$ cat src/rtl/cap_pkg.sv
package cap_pkg;
  typedef enum logic [2:0] {
    ST_IDLE = 3'd0,
    ST_ARM  = 3'd1,
    ST_SKIP = 3'd2,
    ST_CAP  = 3'd3,
    ST_DONE = 3'd4
  } cap_state_e;

  function automatic int addr_bits(input int depth);
    return (depth > 1) ? $clog2(depth) : 1;
  endfunction
endpackage

$ cat src/rtl/cap_trig_qual.sv
module cap_trig_qual #(
  parameter int DATA_W   = 16,
  parameter int SAMPLE_W = 8,
  parameter int THRESH   = 240
) (
  input  logic [DATA_W-1:0] word_i,
  output logic              hit_o
);
  localparam logic [SAMPLE_W-1:0] THR_V = SAMPLE_W'(THRESH);

  logic [SAMPLE_W-1:0] hi_sample;
  assign hi_sample = word_i[DATA_W-1 -: SAMPLE_W];
  assign hit_o     = (hi_sample >= THR_V);
endmodule

$ cat src/rtl/cap_skip_ctr.sv
module cap_skip_ctr #(
  parameter int CNT_W = 16
) (
  input  logic             clk_i,
  input  logic             rst_ni,
  input  logic             load_i,
  input  logic [CNT_W-1:0] load_val_i,
  input  logic             dec_i,
  output logic             zero_o,
  output logic             last_o
);
  logic [CNT_W-1:0] cnt_q;

  always_ff @(posedge clk_i) begin
    if (!rst_ni)      cnt_q <= '0;
    else if (load_i)  cnt_q <= load_val_i;
    else if (dec_i)   cnt_q <= cnt_q - 1'b1;
  end

  assign zero_o = (cnt_q == '0);
  assign last_o = (cnt_q == CNT_W'(1));

  // a counter is only ever stepped down while it holds a nonzero count
  p_no_underflow_r4: assert property (@(posedge clk_i) disable iff (!rst_ni)
    (dec_i && !load_i) |-> !zero_o);
endmodule

$ cat src/rtl/cap_wr_port.sv
module cap_wr_port #(
  parameter int DATA_W = 16,
  parameter int DEPTH  = 16,
  parameter int ADDR_W = 4
) (
  input  logic              clk_i,
  input  logic              rst_ni,
  input  logic              clear_i,
  input  logic              push_i,
  input  logic [DATA_W-1:0] data_i,
  output logic              last_o,
  output logic              mem_we_o,
  output logic [ADDR_W-1:0] mem_addr_o,
  output logic [DATA_W-1:0] mem_wdata_o
);
  localparam logic [ADDR_W-1:0] LAST_ADDR = ADDR_W'(DEPTH - 1);

  logic [ADDR_W-1:0] ptr_q;

  always_ff @(posedge clk_i) begin
    if (!rst_ni) begin
      ptr_q       <= '0;
      mem_we_o    <= 1'b0;
      mem_addr_o  <= '0;
      mem_wdata_o <= '0;
    end else begin
      mem_we_o <= push_i;
      if (clear_i) begin
        ptr_q <= '0;
      end else if (push_i) begin
        mem_addr_o  <= ptr_q;
        mem_wdata_o <= data_i;
        ptr_q       <= last_o ? '0 : ptr_q + 1'b1;
      end
    end
  end

  assign last_o = (ptr_q == LAST_ADDR);

  // every write strobe follows a push one cycle earlier
  p_write_follows_push_r6: assert property (@(posedge clk_i) disable iff (!rst_ni)
    mem_we_o |-> $past(push_i));
  // back-to-back writes land on consecutive addresses
  p_addr_step_r6: assert property (@(posedge clk_i) disable iff (!rst_ni)
    (push_i && !clear_i && mem_we_o && !last_o) |=> (mem_addr_o == $past(mem_addr_o) + 1'b1));
endmodule

$ cat src/rtl/cap_fsm.sv
module cap_fsm
  import cap_pkg::*;
(
  input  logic clk_i,
  input  logic rst_ni,
  input  logic start_i,
  input  logic in_valid_i,
  input  logic hit_i,
  input  logic trig_zero_i,
  input  logic skip_zero_i,
  input  logic skip_last_i,
  input  logic buf_last_i,
  output logic in_ready_o,
  output logic load_o,
  output logic trig_dec_o,
  output logic skip_dec_o,
  output logic push_o,
  output logic done_o
);
  cap_state_e state_q, state_d;
  logic       acc;

  assign in_ready_o = (state_q == ST_ARM) || (state_q == ST_SKIP) || (state_q == ST_CAP);
  assign acc        = in_valid_i && in_ready_o;
  assign done_o     = (state_q == ST_DONE);

  always_comb begin
    state_d    = state_q;
    load_o     = 1'b0;
    trig_dec_o = 1'b0;
    skip_dec_o = 1'b0;
    push_o     = 1'b0;
    unique case (state_q)
      ST_IDLE, ST_DONE: begin
        if (start_i) begin
          load_o  = 1'b1;
          state_d = ST_ARM;
        end
      end
      ST_ARM: begin
        if (acc && hit_i) begin
          if (trig_zero_i) state_d = skip_zero_i ? ST_CAP : ST_SKIP;
          else             trig_dec_o = 1'b1;
        end
      end
      ST_SKIP: begin
        if (acc) begin
          skip_dec_o = 1'b1;
          if (skip_last_i) state_d = ST_CAP;
        end
      end
      ST_CAP: begin
        if (acc) begin
          push_o = 1'b1;
          if (buf_last_i) state_d = ST_DONE;
        end
      end
      default: state_d = ST_IDLE;
    endcase
  end

  always_ff @(posedge clk_i) begin
    if (!rst_ni) state_q <= ST_IDLE;
    else         state_q <= state_d;
  end

  // start in idle or done arms the controller
  p_start_arms_r2: assert property (@(posedge clk_i) disable iff (!rst_ni)
    (start_i && (state_q == ST_IDLE || state_q == ST_DONE)) |=> (in_ready_o && !done_o));
  // an invalid cycle leaves the state untouched
  p_invalid_hold_r8: assert property (@(posedge clk_i) disable iff (!rst_ni)
    (!in_valid_i && !start_i) |=> $stable(state_q));
  // done is held until a start pulse
  p_done_holds_r7: assert property (@(posedge clk_i) disable iff (!rst_ni)
    (done_o && !start_i) |=> done_o);
  // a non-qualifying word never leaves the arming state
  p_arm_needs_hit_r4: assert property (@(posedge clk_i) disable iff (!rst_ni)
    (state_q == ST_ARM && !(acc && hit_i)) |=> (state_q == ST_ARM));
endmodule

$ cat src/rtl/trig_capture.sv
module trig_capture #(
  parameter int DATA_W   = 16,
  parameter int SAMPLE_W = 8,
  parameter int THRESH   = 240,
  parameter int DEPTH    = 16,
  parameter int CNT_W    = 16,
  localparam int ADDR_W  = cap_pkg::addr_bits(DEPTH)
) (
  input  logic              clk_i,
  input  logic              rst_ni,
  input  logic              start_i,
  input  logic [CNT_W-1:0]  trig_skip_i,
  input  logic [CNT_W-1:0]  word_skip_i,
  input  logic              in_valid_i,
  output logic              in_ready_o,
  input  logic [DATA_W-1:0] in_data_i,
  output logic              mem_we_o,
  output logic [ADDR_W-1:0] mem_addr_o,
  output logic [DATA_W-1:0] mem_wdata_o,
  output logic              done_o
);
  logic hit, load, trig_dec, skip_dec, push;
  logic trig_zero, trig_last, skip_zero, skip_last, buf_last;

  cap_trig_qual #(.DATA_W(DATA_W), .SAMPLE_W(SAMPLE_W), .THRESH(THRESH)) u_qual (
    .word_i(in_data_i), .hit_o(hit));

  cap_skip_ctr #(.CNT_W(CNT_W)) u_trig_ctr (
    .clk_i(clk_i), .rst_ni(rst_ni), .load_i(load), .load_val_i(trig_skip_i),
    .dec_i(trig_dec), .zero_o(trig_zero), .last_o(trig_last));

  cap_skip_ctr #(.CNT_W(CNT_W)) u_word_ctr (
    .clk_i(clk_i), .rst_ni(rst_ni), .load_i(load), .load_val_i(word_skip_i),
    .dec_i(skip_dec), .zero_o(skip_zero), .last_o(skip_last));

  cap_fsm u_fsm (
    .clk_i(clk_i), .rst_ni(rst_ni), .start_i(start_i), .in_valid_i(in_valid_i),
    .hit_i(hit), .trig_zero_i(trig_zero), .skip_zero_i(skip_zero),
    .skip_last_i(skip_last), .buf_last_i(buf_last), .in_ready_o(in_ready_o),
    .load_o(load), .trig_dec_o(trig_dec), .skip_dec_o(skip_dec),
    .push_o(push), .done_o(done_o));

  cap_wr_port #(.DATA_W(DATA_W), .DEPTH(DEPTH), .ADDR_W(ADDR_W)) u_wr (
    .clk_i(clk_i), .rst_ni(rst_ni), .clear_i(load), .push_i(push),
    .data_i(in_data_i), .last_o(buf_last), .mem_we_o(mem_we_o),
    .mem_addr_o(mem_addr_o), .mem_wdata_o(mem_wdata_o));

  logic unused_last;
  assign unused_last = trig_last;

  // no write once done has been seen for a full cycle
  p_no_write_after_done_r7: assert property (@(posedge clk_i) disable iff (!rst_ni)
    (done_o && $past(done_o)) |-> !mem_we_o);
  // a write only follows a transferred word
  p_write_needs_xfer_r9: assert property (@(posedge clk_i) disable iff (!rst_ni)
    mem_we_o |-> $past(in_valid_i && in_ready_o));
endmodule

$ cat config.mk
export PLATFORM = sky130hd
export DESIGN_NAME = trig_capture
export DESIGN_NICKNAME = d
export VERILOG_FILES = /design/src/rtl/cap_pkg.sv /design/src/rtl/cap_trig_qual.sv /design/src/rtl/cap_skip_ctr.sv /design/src/rtl/cap_wr_port.sv /design/src/rtl/cap_fsm.sv /design/src/rtl/trig_capture.sv
export SDC_FILE = /design/constraint.sdc
export NUM_CORES = 1
export LEC_CHECK = 0
export ABC_AREA = 1
export BUFFER_PORTS_ARGS = -buffer_cell sky130_fd_sc_hd__buf_2
export CORE_MARGIN = 2
export CORE_UTILIZATION = 49
export CTS_CLUSTER_SIZE = 16
export DETAILED_ROUTE_END_ITERATION = 7
export GPL_ROUTABILITY_DRIVEN = 1
export PLACE_DENSITY_LB_ADDON = 0.3
export SETUP_SLACK_MARGIN = 0.1
export SYNTH_ARGS = -nofsm -noshare
export SYNTH_HDL_FRONTEND = slang
export SYNTH_SLANG_ARGS = --single-unit
$ cat constraint.sdc
create_clock -name clk_i -period 1.3 [get_ports clk_i]
set_input_delay 0.065 -clock clk_i [delete_from_list [all_inputs] [get_ports clk_i]]
set_output_delay 0.065 -clock clk_i [all_outputs]
set_load 0.005 [all_outputs]
==> results.md, run 1 <==
* outcome: finished with violations
* violations in the final reports: DRC, setup timing
* vias per inst: 6.70
* via count of the first global-routing pass: 4,644
* Place WS: -0.201 ns
* Gate Count Post-Synth: 555
* Max Root-Sink Buffers: 2
* cts bufs inserted: 9
* transition time at the pin with the least slew margin: 0.306 ns
* Buffers on Ports: 74
* Layout Area Growth over Synthesis: 83.8%
* Filler Cell Count: 206
* boundary pin count: 75
* critical path type: reg -> reg
* overall fraction of global-route tracks in use: 0.359
* CTS Sinks: 60
* final hold vios: 0
* Achievable Freq: 555 MHz
* max-slew violations: 0
* Synth top cells by count: sky130_fd_sc_hd__nor2_1, sky130_fd_sc_hd__nand2_1, sky130_fd_sc_hd__dfxtp_1
* final period utilization: 1.39
* sequential element share of the synthesized area: 0.352
* drt drc: 22
* clock period minus worst slack: 1.80 ns
* final setup violation count: 61
* Synth area leaders: sky130_fd_sc_hd__dfxtp_1, sky130_fd_sc_hd__nor2_1, sky130_fd_sc_hd__nand2_1, sky130_fd_sc_hd__nand3_1, sky130_fd_sc_hd__o21ai_0
* cell accounting for the most synthesized area: sky130_fd_sc_hd__dfxtp_1
* maximum number of pins on one net before global-route repair: 21
* share of flip-flops with an asynchronous set or reset after synthesis: 0
* top flip-flop cell by instance count after synthesis: sky130_fd_sc_hd__dfxtp_1
* proportion of layout cells with a drive suffix above 1: 0.508
* Hold/Removal Path Class: in -> reg
* die boundary width: 87.5 um
* count of inserted antenna diode cells: 0
* placeable core area: 6760 um^2
* Pwr per Cell Area: 2640 nW/um^2
* die extent in y: 87.5 um
* antenna violations before repair: 1
* first-iteration detailed-routing DRC count: 966
* global-route congestion overflow total: 0
* count of antenna-violating nets left after detailed routing: 0
* leakage power figure: 2.93 nW
* Die ar.: 7650 um^2
* synth warn: 0
* clock-pin transition on the worst setup and hold timing paths: 0.08 ns
* most frequent cell after synthesis: sky130_fd_sc_hd__nor2_1
* detailed-route wire length per cell: 24.2 um
* insertion delay to the later sink of the worst-skew pair: 0.36 ns
* global-route wire length before repair: 21.5 mm
* worst-case vdd ir drop: 1.18 mV
* normalized max-slew margin: 0.794
* required time at the endpoint of the critical path: 1.59 ns
* maximum level of the CTS H-tree: 3
* count of state elements after synthesis: 60
* crit path setup slack, layout: -0.503 ns
* total negative slack: -13.12 ns
* total standard cell area after synthesis: 3410 um^2
* final estimated routing congestion in global placement: 0.896
* total detailed-routing wirelength: 20.7 mm
* Arr. time, crit path: 2.10 ns
* number of distinct library cells after synthesis: 31
* area share of the largest cell type after synthesis: 0.352
* final HPWL from detailed placement: 7.32 mm
* unrepaired setup endpoints after global routing: true
* 1st-pass router iterations: 8
* Layout Utilization: 0.928
* CTS Root Cell: sky130_fd_sc_hd__clkbuf_8
* starting density of the core: 0.505
* count of maximum capacitance violations: 0
* maximum net fanout on the critical path: 3
* final total power: 16.6 mW
* crit end category: register
* setup clock skew after layout: 0.00753 ns
* Post-Syn Area per Cell: 6.15 um^2
* nets in the synthesized netlist: 612
* Vias: 5,720
* clock tree from TritonCTS: done
* number of enable-type register cells in the synthesized netlist: 0
* row cnt: 30
* count of nets after finishing: 826
* crit path launch type: register
## worst max-delay path: stages (launching register included)
cell	delay, ns
sky130_fd_sc_hd__dfxtp_2	0.35
sky130_fd_sc_hd__inv_4	0.08
sky130_fd_sc_hd__buf_4	0.11
sky130_fd_sc_hd__buf_6	0.10
sky130_fd_sc_hd__nand2_1	0.06
sky130_fd_sc_hd__nor2_1	0.18
sky130_fd_sc_hd__nand3_2	0.17
sky130_fd_sc_hd__nor2_4	0.14
sky130_fd_sc_hd__nand3_2	0.10
sky130_fd_sc_hd__nand3_2	0.11
sky130_fd_sc_hd__nand2_1	0.19
sky130_fd_sc_hd__inv_1	0.16
## kinds of logic after synthesis
kind of cell / count (synthesis) / share of synthesized area
AO/OA/AOI/OAI: 76 / 0.118
XOR/XNOR: 5 / 0.0128
adder cells (fa/ha/maj): 5 / 0.0183
buffers and inverters: 67 / 0.0784
flip-flops: 60 / 0.352
AND/OR/NAND/NOR: 342 / 0.420
## cells in the final DEF (no fill, tap or decap), types with 10 or more instances in the layout
cell	synthesis	routed
sky130_fd_sc_hd__nand2_1	135	110
sky130_fd_sc_hd__nor2_2	3	28
sky130_fd_sc_hd__nand3_2	1	14
sky130_fd_sc_hd__a21oi_2	0	12
sky130_fd_sc_hd__nor2_4	2	36
sky130_fd_sc_hd__nand2_2	1	20
sky130_fd_sc_hd__buf_6	0	33
sky130_fd_sc_hd__clkbuf_8	0	12
sky130_fd_sc_hd__dlygate4sd3_1	0	21
sky130_fd_sc_hd__o21ai_2	0	10
sky130_fd_sc_hd__a21oi_1	24	12
sky130_fd_sc_hd__buf_2	4	74
sky130_fd_sc_hd__nor2_1	136	78
sky130_fd_sc_hd__buf_4	3	80
sky130_fd_sc_hd__nand3_1	42	25
sky130_fd_sc_hd__inv_1	45	31
sky130_fd_sc_hd__o21ai_0	40	21
sky130_fd_sc_hd__dfxtp_1	60	48
## metal layers
layer / track usage / vias up / part of all wire
li1: - / 2208 / -
met1: 0.412 / 2556 / 0.33
met2: 0.606 / 685 / 0.43
met3: 0.0749 / 271 / 0.13
met4: 0.222 / 0 / 0.11
met5: 0 / - / 0
## report_power, final
part | internal [mW] | leakage, nW | switching [mW]
logic | 4.91 | 2.32 | 6.65
registers | 2.33 | 0.496 | 0.587
clock network | 1.24 | 0.116 | 0.863
total | 8.48 | 2.93 | 8.10
## per-stage QoR
| stage | hold slack (ns) | cells | area (um^2) |
|---|---|---|---|
| finish | 0.00243 | 854 | 6270 |
| global route | -0.00166 | 854 | 6270 |
| CTS | 0.00240 | 830 | 5600 |
| detailed placement | 0.294 | 782 | 4640 |
| global placement | 0.286 | 782 | 4640 |
| floorplan | 0.199 | 555 | 3560 |
## flip-flops by register name, indices dropped and copies added (netlist names)
register,count
u_wr.mem_addr_o,4
u_wr.mem_we_o,1
u_fsm.state_q,3
u_wr.mem_wdata_o,16
u_trig_ctr.cnt_q,16
u_wr.ptr_q,4
u_word_ctr.cnt_q,16
## worst paths after layout
kind	start	endpoint	slack (ns)	cells after the start
worst max-delay path	u_word_ctr.cnt_q[1]	u_word_ctr.cnt_q[9]	-0.50	11
worst min-delay path	word_skip_i[2]	u_word_ctr.cnt_q[2]	0.002	3
worst max register to register	u_word_ctr.cnt_q[1]	u_word_ctr.cnt_q[9]	-0.50	11
worst min register to register	u_word_ctr.cnt_q[14]	u_word_ctr.cnt_q[14]	0.52	2
## layout make-up
cell class                 count  area [um^2]  area share
inverter                      47          221      0.0353
multi-input combinational    430         2680       0.427
clock buffer                  13          169      0.0269
tap                           80          100      0.0160
clock inverter                 3         67.6      0.0108
sequential                    60         1230       0.196
timing repair buffer         221         1810       0.288
## what timing repair did
action / 4_1_cts / 5_1_grt
pin swaps: 39 / 62
hold endpoints to repair: 21 / 0
cloned: 4 / 2
resized for setup: 115 / 139
hold buffers: 21 / 0
setup buffers: 7 / 24
endpoints found under the setup margin: 62 / 61
No activity file was read; power rests on OpenSTA's default activity.
==> inputs of run 2 (changes only) <==
--- a/config.mk
+++ b/config.mk
@@ -7,8 +7,9 @@
 export LEC_CHECK = 0
 export ABC_AREA = 1
 export BUFFER_PORTS_ARGS = -buffer_cell sky130_fd_sc_hd__buf_2
+export CAP_MARGIN = 20
 export CORE_MARGIN = 2
-export CORE_UTILIZATION = 49
+export CORE_UTILIZATION = 50
 export CTS_CLUSTER_SIZE = 16
 export DETAILED_ROUTE_END_ITERATION = 7
 export GPL_ROUTABILITY_DRIVEN = 1
==> constraint.sdc (replaced) <==
create_clock -name clk_i -period 2.3 [get_ports clk_i]
set_input_delay 0.115 -clock clk_i [delete_from_list [all_inputs] [get_ports clk_i]]
set_output_delay 0.115 -clock clk_i [all_outputs]
set_load 0.005 [all_outputs]
==> run 2 against run 1 <==
Effect of this change: the run now ends clean; global-route usage shrank 12 points; worst setup slack gained 0.93 ns; sequential power shrank 48%; highest routed layer unchanged; wire length shrank 58%; die area shrank 1.9%; clock skew shrank 0.0011 ns; non-clock buffer count shrank 132; critical path type unchanged; via count shrank 35%.
==> results.md, run 2 (synthesis results as in run 1) <==
* max-slew violations: 0, unchanged
* proportion of layout cells with a drive suffix above 1: 0.177, -0.331
* CP bufs+invs: 2, -2
* Die ar.: 7500 um^2, -1.9%
* count of maximum capacitance violations: 0, unchanged
* standard cell area after detailed placement: 3860 um^2, -17%
* CTS Root Cell: sky130_fd_sc_hd__clkbuf_8
* family of cells with the greatest summed delay on the critical path: simple AND/OR/NAND/NOR gates
* instance count on the critical path: 7, -4
* total detailed-routing wirelength: 8.61 mm, -58%
* starting density of the core: 0.511, +0.00568
* CP cell instances: nor2_2 > nand2_2 > inv_1 > nor2_4 > inv_1 > o21ai_0 > nor2_1
* vias per inst: 5.13, -23%
* row cnt: 30, unchanged
* smallest hold slack: 0.0171 ns, +0.0147 ns
* Post CTS Setup Buffer Count: 0, -7
* most frequent cell on the critical path: sky130_fd_sc_hd__inv_1
* Layout Area Growth over Synthesis: 22.7%
* antenna violations before repair: 0, -1
* boundary pin count: 75, unchanged
* count of antenna-violating nets left after detailed routing: 0, unchanged
* Pwr per Cell Area: 1280 nW/um^2, -52%
* global-route congestion overflow total: 0, unchanged
* die extent in y: 86.6 um, -0.96%
* normalized max-slew margin: 0.686, -0.108
* maximum level of the CTS H-tree: 3, unchanged
* crit path launch type: register
* total negative slack: 0 ns, +13.12 ns
* register area: 1200 um^2, -2.2%
* commonest cells after routing, fill and taps aside: sky130_fd_sc_hd__nor2_1, sky130_fd_sc_hd__nand2_1, sky130_fd_sc_hd__buf_2
* outcome: finished, final reports clean
* worst-case vdd ir drop: 0.557 mV, -53%
* maximum number of pins on one net before global-route repair: 38, +81%
* first-iteration detailed-routing DRC count: 259, -73%
* unrepaired setup endpoints after global routing: false
* count of nets after finishing: 692, -16%
* overall fraction of global-route tracks in use: 0.237, -0.122
* setup clock skew after layout: 0.00640 ns, -0.00113 ns
* 1st-pass router iterations: 5, -3
* critical path type: reg -> reg
* insertion delay to the later sink of the worst-skew pair: 0.33 ns, -0.03 ns
* post-route cell area: 4190 um^2, -33%
* Buffers on Ports: 74, unchanged
* reg-to-reg critical path endpoint: u_word_ctr.cnt_q[1]
* Max Root-Sink Buffers: 2, unchanged
* cts bufs inserted: 9, unchanged
* startpoint of the worst setup timing path: u_fsm.state_q[1]
* crit end category: register
* Hold/Removal Path Class: in -> reg
* destination of the critical timing path: u_word_ctr.cnt_q[1]
* Achievable Freq: 534 MHz, -3.8%
* number of placed instances with taps included: 696, -11%
* Top Registers: u_trig_ctr.cnt_q: 16 flops, u_word_ctr.cnt_q: 16 flops, u_wr.mem_wdata_o: 16 flops
* final hold vios: 0, unchanged
* die boundary width: 86.6 um, -0.96%
* count of inserted antenna diode cells: 0, unchanged
* via count of the first global-routing pass: 3,409, -27%
* Slowest-stage cell, CP: sky130_fd_sc_hd__dfxtp_1
* worst flop-to-flop path startpoint: u_fsm.state_q[1]
* area of the multi-input gates: 1940 um^2, -27%
* drt drc: 0, -100%
* global-route wire length before repair: 14.5 mm, -32%
* Arr. time, crit path: 2.09 ns, about the same
* clock tree from TritonCTS: done
* Vias: 3,690, -35%
* transition time at the pin with the least slew margin: 0.469 ns, +0.163 ns
* Reg2Reg Depth: 7, -4
* placeable core area: 6680 um^2, -1.1%
* number of cells in the finished layout apart from fillers: 720, -16%
* largest stage delay on the critical path: 0.42 ns, +0.07 ns
* Filler Cell Count: 613, +200%
* final estimated routing congestion in global placement: 0.885, -1.2%
* detailed-route wire length per cell: 12.0 um, -51%
* required time at the endpoint of the critical path: 2.52 ns, +0.93 ns
* clock period minus worst slack: 1.87 ns, +0.0709 ns
* CTS Sinks: 60, unchanged
* maximum net fanout on the critical path: 18, +15
* leakage power figure: 2.09 nW, -29%
* final HPWL from detailed placement: 5.83 mm, -20%
* most frequent standard cell in the layout excluding fill and tap cells: sky130_fd_sc_hd__nor2_1
* clock-pin transition on the worst setup and hold timing paths: 0.07 ns, about the same
* setup slack of the worst register-to-register path: 0.43 ns, +0.93 ns
* final period utilization: 0.815, -0.572
* final setup violation count: 0, -100%
==> run 2: worst min-delay path, stage by stage <==
cell	delay, ns
sky130_fd_sc_hd__buf_2	0.08
sky130_fd_sc_hd__nor2_1	0.04
sky130_fd_sc_hd__nor2_1	0.08
==> run 2: power by group <==
group | internal, mW | total [mW] | leakage, nW | switching (mW)
Combinational | 0.936 | 2.63 | 1.48 | 1.69
Clock | 0.778 | 1.20 | 0.127 | 0.420
Sequential | 1.29 | 1.53 | 0.490 | 0.246
Total | 3.00 | 5.36 | 2.09 | 2.36
==> run 2: stage by stage <==
| stage | util | power, mW | setup WS (ns) |
|---|---|---|---|
| 4_1_cts | 0.627 | 5.35 | 0.465 |
| 3_5_place_dp | 0.577 | 4.11 | 0.487 |
| 5_1_grt | 0.627 | 5.84 | 0.212 |
| 3_3_place_gp | 0.577 | 4.05 | 0.508 |
| 2_1_floorplan | - | 3.54 | 0.852 |
| 6_report | 0.627 | 5.36 | 0.426 |
==> run 2: repair_timing <==
item                      in CTS  in global routing
resized for setup              0                  0
hold buffers                   8                  0
hold endpoints to repair       8                  0
==> run 2: final cells by class <==
cell class              count  area share
multi-input cells         428       0.464
flip-flops and latches     60       0.287
repair buffers             89       0.123
inverters                  47      0.0421
clock buffers              12      0.0370
well taps                  80      0.0239
clock inverters             4      0.0227
==> run 2: how the worst min path moves through the flow <==
| stage | start | end | depth (start not counted) | slack (ns) |
|---|---|---|---|---|
| 6_report | in_data_i[5] | u_wr.mem_wdata_o[5] | 3 | 0.02 |
| 5_1_grt | in_data_i[5] | u_wr.mem_wdata_o[5] | 3 | 0.02 |
| 4_1_cts | in_data_i[4] | u_wr.mem_wdata_o[4] | 3 | 0.0001 |
| 3_5_place_dp | in_data_i[9] | u_wr.mem_wdata_o[9] | 3 | 0.34 |
| 3_3_place_gp | in_data_i[6] | u_wr.mem_wdata_o[6] | 3 | 0.34 |
| 2_1_floorplan | in_data_i[0] | u_wr.mem_wdata_o[0] | 2 | 0.25 |
==> run 2: per-layer routing <==
| layer | vias up | GRT usage | part of all wire |
|---|---|---|---|
| li1 | 1932 | - | - |
| met1 | 1620 | 0.302 | 0.47 |
| met2 | 128 | 0.395 | 0.46 |
| met3 | 10 | 0.0514 | 0.058 |
| met4 | 0 | 0.0810 | 0.011 |
| met5 | - | 0 | 0 |
